`src/rtl/clkgen_i2c_pkg.sv`:
```
package clkgen_i2c_pkg;
  typedef enum logic [2:0] {ST_IDLE, ST_DEV, ST_SUB, ST_WR, ST_RD} bus_state_e;

  localparam int PAGE_BITS = 4;
  localparam int FB_W      = 12;
  localparam int HI_W      = FB_W - 8;

  localparam logic [7:0] A_CTRL = 8'h00;
  localparam logic [7:0] A_LOOP = 8'h01;
  localparam logic [7:0] A_FBLO = 8'h02;
  localparam logic [7:0] A_FBHI = 8'h03;
  localparam logic [7:0] A_SCHM = 8'h05;
  localparam logic [7:0] A_OEN  = 8'h06;
  localparam logic [7:0] A_CMT  = 8'h08;
  localparam logic [7:0] A_REV  = 8'h11;
  localparam logic [7:0] A_STAT = 8'h12;
  localparam logic [7:0] COMMIT_CODE = 8'h5A;

  // bits that a write may set at each address
  function automatic logic [7:0] wr_mask(input logic [7:0] a);
    case (a)
      A_CTRL:  return 8'h5F;
      A_LOOP:  return 8'h37;
      A_FBLO:  return 8'hFF;
      A_FBHI:  return 8'((1 << HI_W) - 1);
      A_SCHM:  return 8'h01;
      A_OEN:   return 8'h02;
      default: return 8'h00;
    endcase
  endfunction

  // pointer step that stays inside its page
  function automatic logic [7:0] next_in_page(input logic [7:0] a);
    return {a[7:PAGE_BITS], a[PAGE_BITS-1:0] + 1'b1};
  endfunction
endpackage

```
`src/rtl/i2c_line_sync.sv`:
```
module i2c_line_sync #(
  parameter int STAGES = 2
) (
  input  logic clk,
  input  logic rst_n,
  input  logic scl_i,
  input  logic sda_i,
  output logic sda_s,
  output logic scl_rise,
  output logic scl_fall,
  output logic start_evt,
  output logic stop_evt
);
  logic [STAGES-1:0] scl_q, sda_q;
  logic scl_p, sda_p, scl_s;

  always_ff @(posedge clk or negedge rst_n) begin
    if (!rst_n) begin
      scl_q <= '1;
      sda_q <= '1;
      scl_p <= 1'b1;
      sda_p <= 1'b1;
    end else begin
      scl_q <= {scl_q[STAGES-2:0], scl_i};
      sda_q <= {sda_q[STAGES-2:0], sda_i};
      scl_p <= scl_q[STAGES-1];
      sda_p <= sda_q[STAGES-1];
    end
  end

  assign scl_s     = scl_q[STAGES-1];
  assign sda_s     = sda_q[STAGES-1];
  assign scl_rise  = scl_s & ~scl_p;
  assign scl_fall  = ~scl_s & scl_p;
  assign start_evt = scl_s & scl_p & sda_p & ~sda_s;
  assign stop_evt  = scl_s & scl_p & ~sda_p & sda_s;
endmodule

```
`src/rtl/i2c_byte_target.sv`:
```
module i2c_byte_target
  import clkgen_i2c_pkg::*;
(
  input  logic       clk,
  input  logic       rst_n,
  input  logic       sda_s,
  input  logic       scl_rise,
  input  logic       scl_fall,
  input  logic       start_evt,
  input  logic       stop_evt,
  input  logic [6:0] dev_addr,
  input  logic [7:0] rd_data,
  output logic [7:0] ptr,
  output logic       wr_en,
  output logic [7:0] wr_data,
  output logic       sda_drive_low
);
  bus_state_e state;
  logic [3:0] bitcnt;
  logic       ack_slot, rd_mode, nack, drive;
  logic [7:0] rx;
  logic [6:0] tx;
  logic       byte_done, ack_end;

  assign byte_done     = scl_fall & ~ack_slot & (bitcnt == 4'd8);
  assign ack_end       = scl_fall & ack_slot;
  assign wr_en         = byte_done & (state == ST_WR);
  assign wr_data       = rx;
  assign sda_drive_low = drive;

  always_ff @(posedge clk or negedge rst_n) begin
    if (!rst_n) begin
      state <= ST_IDLE; bitcnt <= '0; ack_slot <= 1'b0; rd_mode <= 1'b0;
      nack <= 1'b0; drive <= 1'b0; rx <= '0; tx <= '0; ptr <= '0;
    end else if (start_evt) begin
      state <= ST_DEV; bitcnt <= '0; ack_slot <= 1'b0; drive <= 1'b0;
    end else if (stop_evt) begin
      state <= ST_IDLE; bitcnt <= '0; ack_slot <= 1'b0; drive <= 1'b0;
    end else if (state != ST_IDLE) begin
      if (scl_rise) begin
        if (!ack_slot && bitcnt != 4'd8) begin
          rx     <= {rx[6:0], sda_s};
          bitcnt <= bitcnt + 4'd1;
        end else if (ack_slot && state == ST_RD) begin
          nack <= sda_s;
        end
      end
      if (byte_done) begin
        ack_slot <= 1'b1;
        case (state)
          ST_DEV: if (rx[7:1] == dev_addr) begin
                    drive <= 1'b1; rd_mode <= rx[0];
                  end else state <= ST_IDLE;
          ST_SUB: begin drive <= 1'b1; ptr <= rx; end
          ST_WR:  begin drive <= 1'b1; ptr <= next_in_page(ptr); end
          default: drive <= 1'b0;
        endcase
      end else if (ack_end) begin
        ack_slot <= 1'b0;
        bitcnt   <= '0;
        drive    <= 1'b0;
        if ((state == ST_DEV && rd_mode) || (state == ST_RD && !nack)) begin
          state <= ST_RD;
          tx    <= rd_data[6:0];
          drive <= ~rd_data[7];
          ptr   <= next_in_page(ptr);
        end else if (state == ST_DEV) state <= ST_SUB;
        else if (state == ST_SUB)     state <= ST_WR;
        else if (state == ST_RD)      state <= ST_IDLE;
      end else if (scl_fall && state == ST_RD && bitcnt != 4'd0) begin
        drive <= ~tx[6];
        tx    <= {tx[5:0], 1'b0};
      end
    end
  end


  bus_cond_release_chk: assert property (@(posedge clk) disable iff (!rst_n)
    (start_evt || stop_evt) |=> !sda_drive_low);

  idle_quiet_chk: assert property (@(posedge clk) disable iff (!rst_n)
    (state == ST_IDLE) |-> !drive);

  ack_only_in_slot_chk: assert property (@(posedge clk) disable iff (!rst_n)
    (drive && state != ST_RD) |-> ack_slot);

  page_hold_chk: assert property (@(posedge clk) disable iff (!rst_n)
    (byte_done && state == ST_WR) |=> ptr[7:PAGE_BITS] == $past(ptr[7:PAGE_BITS]));
endmodule

```
`src/rtl/cfg_reg_bank.sv`:
```
module cfg_reg_bank
  import clkgen_i2c_pkg::*;
#(
  parameter logic [7:0] CHIP_REV = 8'h01
) (
  input  logic            clk,
  input  logic            rst_n,
  input  logic            wr_en,
  input  logic [7:0]      wr_addr,
  input  logic [7:0]      wr_data,
  input  logic [7:0]      rd_addr,
  input  logic            pll_locked,
  output logic [7:0]      rd_data,
  output logic [7:0]      act_ctrl,
  output logic [7:0]      act_loop,
  output logic [FB_W-1:0] act_fbdiv,
  output logic            act_schm,
  output logic            act_oe,
  output logic            restart
);
  logic [7:0]      ctrl_r, loop_sh;
  logic [FB_W-1:0] fb_sh;
  logic            schm_sh, oe_r;
  logic [7:0]      wr_val;
  logic            commit_hit;

  assign wr_val     = wr_data & wr_mask(wr_addr);
  assign commit_hit = wr_en & (wr_addr == A_CMT) & (wr_data == COMMIT_CODE);

  always_ff @(posedge clk or negedge rst_n) begin
    if (!rst_n) begin
      ctrl_r <= 8'h41; loop_sh <= '0; fb_sh <= '0; schm_sh <= 1'b1; oe_r <= 1'b0;
      act_loop <= '0; act_fbdiv <= '0; act_schm <= 1'b1; restart <= 1'b0;
    end else begin
      restart <= commit_hit;
      if (wr_en) begin
        case (wr_addr)
          A_CTRL: ctrl_r <= wr_val;
          A_LOOP: loop_sh <= wr_val;
          A_FBLO: fb_sh[7:0] <= wr_val;
          A_FBHI: fb_sh[FB_W-1:8] <= wr_val[HI_W-1:0];
          A_SCHM: schm_sh <= wr_val[0];
          A_OEN:  oe_r <= wr_val[1];
          default: ;
        endcase
      end
      if (commit_hit) begin
        act_loop  <= loop_sh;
        act_fbdiv <= fb_sh;
        act_schm  <= schm_sh;
      end
    end
  end

  always_comb begin
    case (rd_addr)
      A_CTRL:  rd_data = ctrl_r;
      A_LOOP:  rd_data = loop_sh;
      A_FBLO:  rd_data = fb_sh[7:0];
      A_FBHI:  rd_data = 8'(fb_sh[FB_W-1:8]);
      A_SCHM:  rd_data = {7'b0, schm_sh};
      A_OEN:   rd_data = {6'b0, oe_r, 1'b0};
      A_REV:   rd_data = CHIP_REV;
      A_STAT:  rd_data = {6'b0, pll_locked, 1'b0};
      default: rd_data = 8'h00;
    endcase
  end

  assign act_ctrl = ctrl_r;
  assign act_oe   = oe_r;


  staged_hold_chk: assert property (@(posedge clk) disable iff (!rst_n)
    !commit_hit |=> $stable({act_loop, act_fbdiv, act_schm}));

  commit_load_chk: assert property (@(posedge clk) disable iff (!rst_n)
    commit_hit |=> (act_fbdiv == $past(fb_sh)) && restart);

  oe_direct_chk: assert property (@(posedge clk) disable iff (!rst_n)
    (wr_en && wr_addr == A_OEN) |=> act_oe == $past(wr_data[1]));
endmodule

```
`src/rtl/clkgen_i2c_regs.sv`:
```
module clkgen_i2c_regs
  import clkgen_i2c_pkg::*;
#(
  parameter logic [5:0] DEV_BASE    = 6'b010011,
  parameter logic [7:0] CHIP_REV    = 8'h01,
  parameter int         SYNC_STAGES = 2
) (
  input  logic        clk,
  input  logic        rst_n,
  input  logic        scl_i,
  input  logic        sda_i,
  output logic        sda_o,
  output logic        sda_oe,
  input  logic        addr_sel,
  input  logic        pll_locked,
  output logic [7:0]  cfg_ctrl,
  output logic [7:0]  cfg_loop,
  output logic [11:0] cfg_fbdiv,
  output logic        cfg_schmitt_byp,
  output logic        cfg_out_en,
  output logic        core_restart
);
  logic sda_s, scl_rise, scl_fall, start_evt, stop_evt;
  logic [7:0] ptr, wr_data, rd_data;
  logic wr_en;

  i2c_line_sync #(.STAGES(SYNC_STAGES)) sync_i (
    .clk, .rst_n, .scl_i, .sda_i, .sda_s, .scl_rise, .scl_fall, .start_evt, .stop_evt);

  i2c_byte_target tgt_i (
    .clk, .rst_n, .sda_s, .scl_rise, .scl_fall, .start_evt, .stop_evt,
    .dev_addr({DEV_BASE, addr_sel}), .rd_data, .ptr, .wr_en, .wr_data,
    .sda_drive_low(sda_oe));

  cfg_reg_bank #(.CHIP_REV(CHIP_REV)) bank_i (
    .clk, .rst_n, .wr_en, .wr_addr(ptr), .wr_data, .rd_addr(ptr), .pll_locked,
    .rd_data, .act_ctrl(cfg_ctrl), .act_loop(cfg_loop), .act_fbdiv(cfg_fbdiv),
    .act_schm(cfg_schmitt_byp), .act_oe(cfg_out_en), .restart(core_restart));

  assign sda_o = 1'b0;
endmodule

```
`config.mk`:
```
export PLATFORM = sky130hd
export DESIGN_NAME = clkgen_i2c_regs
export DESIGN_NICKNAME = d
export VERILOG_FILES = /design/src/rtl/clkgen_i2c_pkg.sv /design/src/rtl/i2c_line_sync.sv /design/src/rtl/i2c_byte_target.sv /design/src/rtl/cfg_reg_bank.sv /design/src/rtl/clkgen_i2c_regs.sv
export SDC_FILE = /design/constraint.sdc
export NUM_CORES = 1
export LEC_CHECK = 0
export BUFFER_PORTS_ARGS = -buffer_cell sky130_fd_sc_hd__buf_4
export CELL_PAD_IN_SITES_DETAIL_PLACEMENT = 1
export CELL_PAD_IN_SITES_GLOBAL_PLACEMENT = 1
export CORE_ASPECT_RATIO = 2
export CORE_UTILIZATION = 51
export DETAILED_ROUTE_END_ITERATION = 12
export PLACE_DENSITY_LB_ADDON = 0.05
export RECOVER_POWER = 25
export SETUP_SLACK_MARGIN = 0.02
export SLEW_MARGIN = 20
export SYNTH_ARGS = -nofsm -noshare
export SYNTH_HDL_FRONTEND = slang
export SYNTH_SLANG_ARGS = --single-unit
```
`constraint.sdc`:
```
create_clock -name clk -period 3.3 [get_ports clk]
set_input_delay 0.66 -clock clk [delete_from_list [all_inputs] [get_ports clk]]
set_output_delay 0.66 -clock clk [all_outputs]
set_load 0.02 [all_outputs]
```
==> results of run 1 <==
==> cells in the mapped netlist, drive strengths merged (4+ instances only) <==
| cell | n | share of area [%] |
|---|---|---|
| ha | 6 | 1.7 |
| dfstp | 10 | 6.0 |
| a21oi | 17 | 1.9 |
| nor2 | 18 | 1.5 |
| a31oi | 5 | 0.71 |
| o21ai | 30 | 3.4 |
| nor3 | 13 | 1.7 |
| a221oi | 4 | 0.80 |
| o211ai | 7 | 1.2 |
| clkbuf | 12 | 1.0 |
| dfrtp | 82 | 47 |
| nand2 | 30 | 2.6 |
| nor4 | 4 | 1.1 |
| a22oi | 4 | 0.69 |
| buf | 8 | 1.1 |
| a222oi | 5 | 1.1 |
| nand3b | 4 | 0.69 |
| nand4 | 5 | 0.71 |
| inv | 10 | 0.86 |
| nand3 | 13 | 1.7 |
| mux2 | 53 | 14 |
==> per-layer routing <==
layer  routed length [um]  up-vias  global-route usage, %
met5                    0        -                      0
met4                  576        0                  16.19
met3                  343       39                  5.172
met2                 6628       93                  50.77
met1                 4286     1713                  32.87
li1                     -     1489                      -
==> per-stage QoR <==
stage,util (%),worst slack (ps),hold WS (ps),instances
global route,60.45,351.9,374.1,522
finish,60.45,529.3,368.3,522
floorplan,-,1129,345.2,388
detailed placement,57.04,558.9,354.2,506
CTS,60.63,539.8,363.8,522
global placement,57.04,670.4,345.7,506
==> critical path, stage by stage, from the launching register on <==
cell      delay [ps]
dfrtp_1          440
inv_1            120
ha_1             530
nand4b_1         150
nor4bb_1         270
nand3_1          190
nor4_4           240
buf_4            330
mux2_2           380
==> logic make-up (layout without fill, tap and decap cells) <==
| family | count (synthesis) | count (layout) | synth area share (%) |
|---|---|---|---|
| AO/OA/AOI/OAI | 91 | 91 | 13.67 |
| multiplexers | 55 | 55 | 14.09 |
| XOR/XNOR | 3 | 3 | 0.6005 |
| AND/OR/NAND/NOR | 110 | 110 | 14.01 |
| buffers and inverters | 30 | 66 | 2.944 |
| adder cells (fa/ha/maj) | 6 | 6 | 1.715 |
| flip-flops | 92 | 92 | 52.89 |
| other | 1 | 1 | 0.08568 |
==> final cells by class <==
type | count | area [sq um] | area share [%]
clock buffers | 12 | 246.5 | 4.918
multi-input cells | 266 | 1942 | 38.74
clock inverters | 4 | 51.30 | 1.023
inverters | 10 | 37.54 | 0.7489
well taps | 98 | 122.6 | 2.446
repair buffers | 40 | 297.8 | 5.941
flip-flops and latches | 92 | 2315 | 46.18
==> power groups by stage <==
| stage | combinational (mW) | clock, mW | sequential, mW |
|---|---|---|---|
| 2_1_floorplan | 0.695 | 0 | 1.47 |
| 3_3_place_gp | 0.955 | 0 | 1.55 |
| 3_5_place_dp | 0.990 | 0 | 1.57 |
| 4_1_cts | 1.02 | 1.06 | 1.55 |
| 5_1_grt | 1.11 | 1.10 | 1.57 |
| 6_report | 1.02 | 1.04 | 1.55 |
==> worst paths after layout <==
check,to,slack (ps),cells past startpoint
hold reg to reg,sync_i.sda_q[1],370,0
setup reg to reg,bank_i.act_fbdiv[11],530,8
hold / removal,sync_i.sda_q[1],370,0
max in group asynchronous,bank_i.act_fbdiv[9],860,2
min in group asynchronous,tgt_i.nack,1090,2
setup / recovery,bank_i.act_fbdiv[11],530,8
==> registers in the layout, indices dropped and copies added (netlist names), 2 cells and up <==
register	count
tgt_i.bitcnt	4
bank_i.act_ctrl	8
tgt_i.ptr	8
sync_i.scl_q	2
bank_i.fb_sh	12
tgt_i.state	3
bank_i.loop_sh	8
bank_i.act_fbdiv	12
bank_i.act_loop	8
tgt_i.wr_data	8
tgt_i.tx	7
sync_i.sda_q	2
==> run_results.csv, run 1 <==
group,metric,value,unit
cts,path_clk_slew,60,ps
pwr,p_seq_share,43.0,%
job,cap_violations,1,
pwr,irDropWorstVdd,0.3831,mV
floorplanning,num_io_pins,39,
worst_hold_path,worstHoldStart,"sync_i.sda_q[0]",
worst_setup_path,arrival,2990,ps
yosys,yosys_warnings,0,
yosys,yosys_most_used_dff,"dfrtp_1",
worst_setup_path,critPathKind,"flip-flop to flip-flop",
cts,clock_path_buffers,2,
yosys,synth_edf_count,0,
pwr,p_int,2.270,mW
final_layout,final_cell_area,5012,sq um
global_route,grt_max_degree,93,
final_layout,num_antenna_cells,0,
placed_design,place_hpwl,8441,um
routing,drc_errors,0,
timing,hold_viol_final,0,
pwr,leakagePower,2.257,nW
pwr,switching_share,37.02,%
run_status,status,"finished with violations",
yosys,synth-async-reset-ratio,100.0,%
timing,fin_crit_sh,83.96,%
floorplanning,fp-row-count,47,
routing,routedWlPerCell,22.67,um
routing,first_pass_iters,6,
cts,cts_made_buffers,9,
routing,vias_per_cell,6.387,
cts,cts_tree,"built",
pwr,p_comb_share,28.3,%
timing,fmax,360.9,MHz
worst_setup_path,rr_startpoint,"tgt_i.ptr[0]",
routing,antenna_left,0,
run_status,violations,"max-capacitance violations, max-slew violations",
cts,post-cts-setup-buffers,0,
cts,hold_buffers,0,
routing,drtIter0Drc,182,
worst_setup_path,critPathLaunch,"tgt_i.ptr[0]",
cts,cts_sinks,92,
global_route,antenna_found_initial,0,
yosys,synth_seq_cells,92,
yosys,synth_nets,400,
worst_setup_path,cp_max_fo,21,
timing,tns,0,ps
pwr,p_sw,1.334,mW
cts,htree_levels,3,
yosys,synth_cells,388,
yosys,synth_area,4377,sq um
placed_design,placement.io_buffers,37,
final_layout,nets,431,
floorplanning,core_area,8292,sq um
yosys,yosysSeqAreaShare,52.89,%
pwr,powerDensity,719.0,nW/um^2
floorplanning,fp.dieH,133.0,um
timing,rsz0062_at_grt,"no",
timing,worst_pin_slew,2263,ps
timing,maxSlewHeadroom,-50.89,%
worst_setup_path,critPathCaptureType,"flip-flop",
worst_hold_path,holdCritPathClass,"flip-flop to flip-flop",
global_route,grt_usage,29.56,%
floorplanning,dieArea,8979,sq um
cts,cts_root_buf,"clkbuf_16",
timing,fin_crit,2771,ps
cts,post_cts_resized,0,
placed_design,placed_cell_area,4730,sq um
routing,wl,11830,um
worst_setup_path,cp-start-kind,"flip-flop",
final_layout,final_cell_mix,"dfrtp_1, mux2_2, buf_4",
yosys,syn_area_per_cell,11.28,sq um
pwr,clkPwrFrac,28.8,%
floorplanning,start_util,52.78,%
final_layout,drive_gt1_share,29.48,%
floorplanning,die_w,67.51,um
global_route,gr-total-overflow,0,
timing,finalSetupViolations,0,
worst_setup_path,required,3520,ps
pwr,finalPower,3.604,mW
placed_design,place_congestion,0.8630,
final_layout,area_growth,14.52,%
timing,report.final.slew_viol_count,93,
final_layout,fillers,886,
routing,vias,3334,
global_route,first_global_vias,3606,
timing,fin_skew,7.239,ps
yosys,synth_cell_types,57,
global_route,grt_pass1_wl,19340,um
final_layout,layout_commonest_cell,"dfrtp_1",
cts,insertion_delay,340,ps
Power figures use the tool's default switching activity.
==> run 2: changes to the inputs <==
--- a/config.mk
+++ b/config.mk
@@ -9,7 +9,7 @@
 export CELL_PAD_IN_SITES_DETAIL_PLACEMENT = 1
 export CELL_PAD_IN_SITES_GLOBAL_PLACEMENT = 1
 export CORE_ASPECT_RATIO = 2
-export CORE_UTILIZATION = 51
+export CORE_UTILIZATION = 43
 export DETAILED_ROUTE_END_ITERATION = 12
 export PLACE_DENSITY_LB_ADDON = 0.05
 export RECOVER_POWER = 25
==> constraint.sdc (replaced) <==
create_clock -name clk -period 2.29 [get_ports clk]
set_input_delay 0.458 -clock clk [delete_from_list [all_inputs] [get_ports clk]]
set_output_delay 0.458 -clock clk [all_outputs]
set_load 0.02 [all_outputs]
==> run_results.csv, run 2 (synthesis results as in run 1) <==
group,metric,value,unit
run_status,status,"finished with violations",
run_status,violations,"max-capacitance violations, max-slew violations, negative setup slack",
routing,antenna_left,0,
placed_design,dp.cells,571,
timing,worst_pin_slew,2075,ps
floorplanning,die_w,73.34,um
floorplanning,start_util,44.54,%
global_route,gr-total-overflow,0,
worst_setup_path,required,2520,ps
worst_setup_path,critPathKind,"flip-flop to flip-flop",
routing,routedWlPerCell,22.81,um
timing,finalSetupViolations,20,
routing,drtIter0Drc,123,
placed_design,placement.io_buffers,37,
pwr,leakagePower,2.533,nW
routing,vias,3523,
final_layout,multiInputGateArea,2048,sq um
cts,cts_root_buf,"clkbuf_16",
floorplanning,fp.dieH,144.7,um
floorplanning,fp-row-count,51,
timing,fin_crit,2335,ps
global_route,grt_usage,26.50,%
global_route,first_global_vias,3805,
floorplanning,num_io_pins,39,
cts,htree_levels,3,
cts,insertion_delay,340,ps
worst_hold_path,holdCritPathClass,"input port to flip-flop",
worst_setup_path,arrival,2560,ps
worst_setup_path,critPathCaptureType,"flip-flop",
timing,fin_skew,8.288,ps
cts,cts_tree,"built",
timing,rsz0062_at_grt,"yes",
cts,clock_path_buffers,2,
final_layout,fillers,1090,
timing,tns,-629.8,ps
job,cap_violations,1,
placed_design,place_congestion,0.8932,
routing,wl,13750,um
routing,drc_errors,0,
cts,path_clk_slew,70,ps
pwr,irDropWorstVdd,0.5458,mV
global_route,antenna_found_initial,0,
timing,maxSlewHeadroom,-38.34,%
timing,hold_viol_final,0,
worst_setup_path,cp_max_fo,5,
final_layout,final_cell_mix,"dfrtp_1, buf_4, mux2_2",
floorplanning,core_area,9827,sq um
timing,fmax,428.3,MHz
final_layout,largestRegisters,"bank_i.act_fbdiv x12, bank_i.fb_sh x12",
pwr,powerDensity,1014,nW/um^2
global_route,grt_max_degree,59,
timing,fin_crit_sh,102.0,%
timing,setup_slack,-44.95,ps
cts,cts_made_buffers,9,
floorplanning,dieArea,10610,sq um
final_layout,drive_gt1_share,38.22,%
timing,report.final.slew_viol_count,35,
placed_design,place_hpwl,9422,um
global_route,grt_pass1_wl,20420,um
routing,first_pass_iters,5,
routing,vias_per_cell,5.842,
final_layout,num_antenna_cells,0,
pwr,finalPower,5.685,mW
worst_setup_path,cp-start-kind,"flip-flop",
final_layout,layout_commonest_cell,"dfrtp_1",
final_layout,nets,478,
final_layout,ff_latch_area,2315,sq um
final_layout,area_growth,28.13,%
cts,hold_buffers,0,
final_layout,instances_no_fill,603,
cts,cts_sinks,92,
==> run 2: cell count changes in the layout (fill, tap and decap cells not counted), moves of 2 or more <==
cell	previous run	this run
buf_12	0	3
inv_6	0	2
mux2_2	53	32
clkbuf_16	9	11
nand3_2	2	4
inv_2	0	2
inv_1	10	8
buf_4	36	75
mux2_4	0	21
nand3_1	11	9
buf_6	0	2
ha_1	6	4
==> run 2: what timing repair did <==
item	4_1_cts	5_1_grt
setup endpoints to repair	1	28
buffers inserted	1	11
pin swaps	2	6
gates resized for setup	0	32
gates cloned	0	4
==> run 2: path summary, 6_finish.rpt <==
check,end,from,depth (start not counted),slack (ps)
max,bank_i.act_fbdiv[3],tgt_i.ptr[1],9,-40
min,sync_i.sda_q[0],sda_i,1,220
max reg2reg,bank_i.act_fbdiv[3],tgt_i.ptr[1],9,-40
min reg2reg,sync_i.sda_q[1],sync_i.sda_q[0],0,360
max in group asynchronous,bank_i.loop_sh[0],rst_n,1,390
min in group asynchronous,tgt_i.nack,rst_n,1,700
==> run 2: through the flow <==
| step | worst slack [ps] | utilization [%] | area, sq um | hold slack, ps |
|---|---|---|---|---|
| 2_1_floorplan | 119.5 | - | 4377 | 162.4 |
| 3_3_place_gp | 47.77 | 51.18 | 5030 | 347.1 |
| 3_5_place_dp | 31.76 | 51.18 | 5030 | 347.8 |
| 4_1_cts | 33.46 | 54.39 | 5345 | 90.89 |
| 5_1_grt | -123.0 | 57.07 | 5608 | 216.8 |
| 6_report | -44.95 | 57.07 | 5608 | 222.8 |
==> run 2: area by class of cell <==
class	instances	area share (%)
Timing Repair Buffer	87	13.10
Tap cell	132	2.945
Clock buffer	10	4.261
Clock inverter	6	1.227
Sequential cell	92	41.28
Multi-Input combinational cell	266	36.52
Inverter	10	0.6693
==> run 2: routing by layer <==
layer,track usage [%],vias up,wire length [um]
met4,14.07,0,633
met1,27.29,1820,4845
met3,3.670,37,334
met2,50.15,70,7940
met5,0,-,0
li1,-,1596,-
==> run 2: where the power goes <==
part / switching, mW / internal (mW)
sequential: 0.239 / 1.86
clock: 0.664 / 0.884
combinational: 1.19 / 0.847
==> run 2: worst max-delay path, cell delays in order (launching register included) <==
cell and delay, ps:
dfrtp_1 390, inv_2 100, ha_4 140, nand4b_1 80, nor4bb_1 290, nand3_1 220, nor4_4 330, buf_6 190
clkbuf_16 180, mux2_4 300
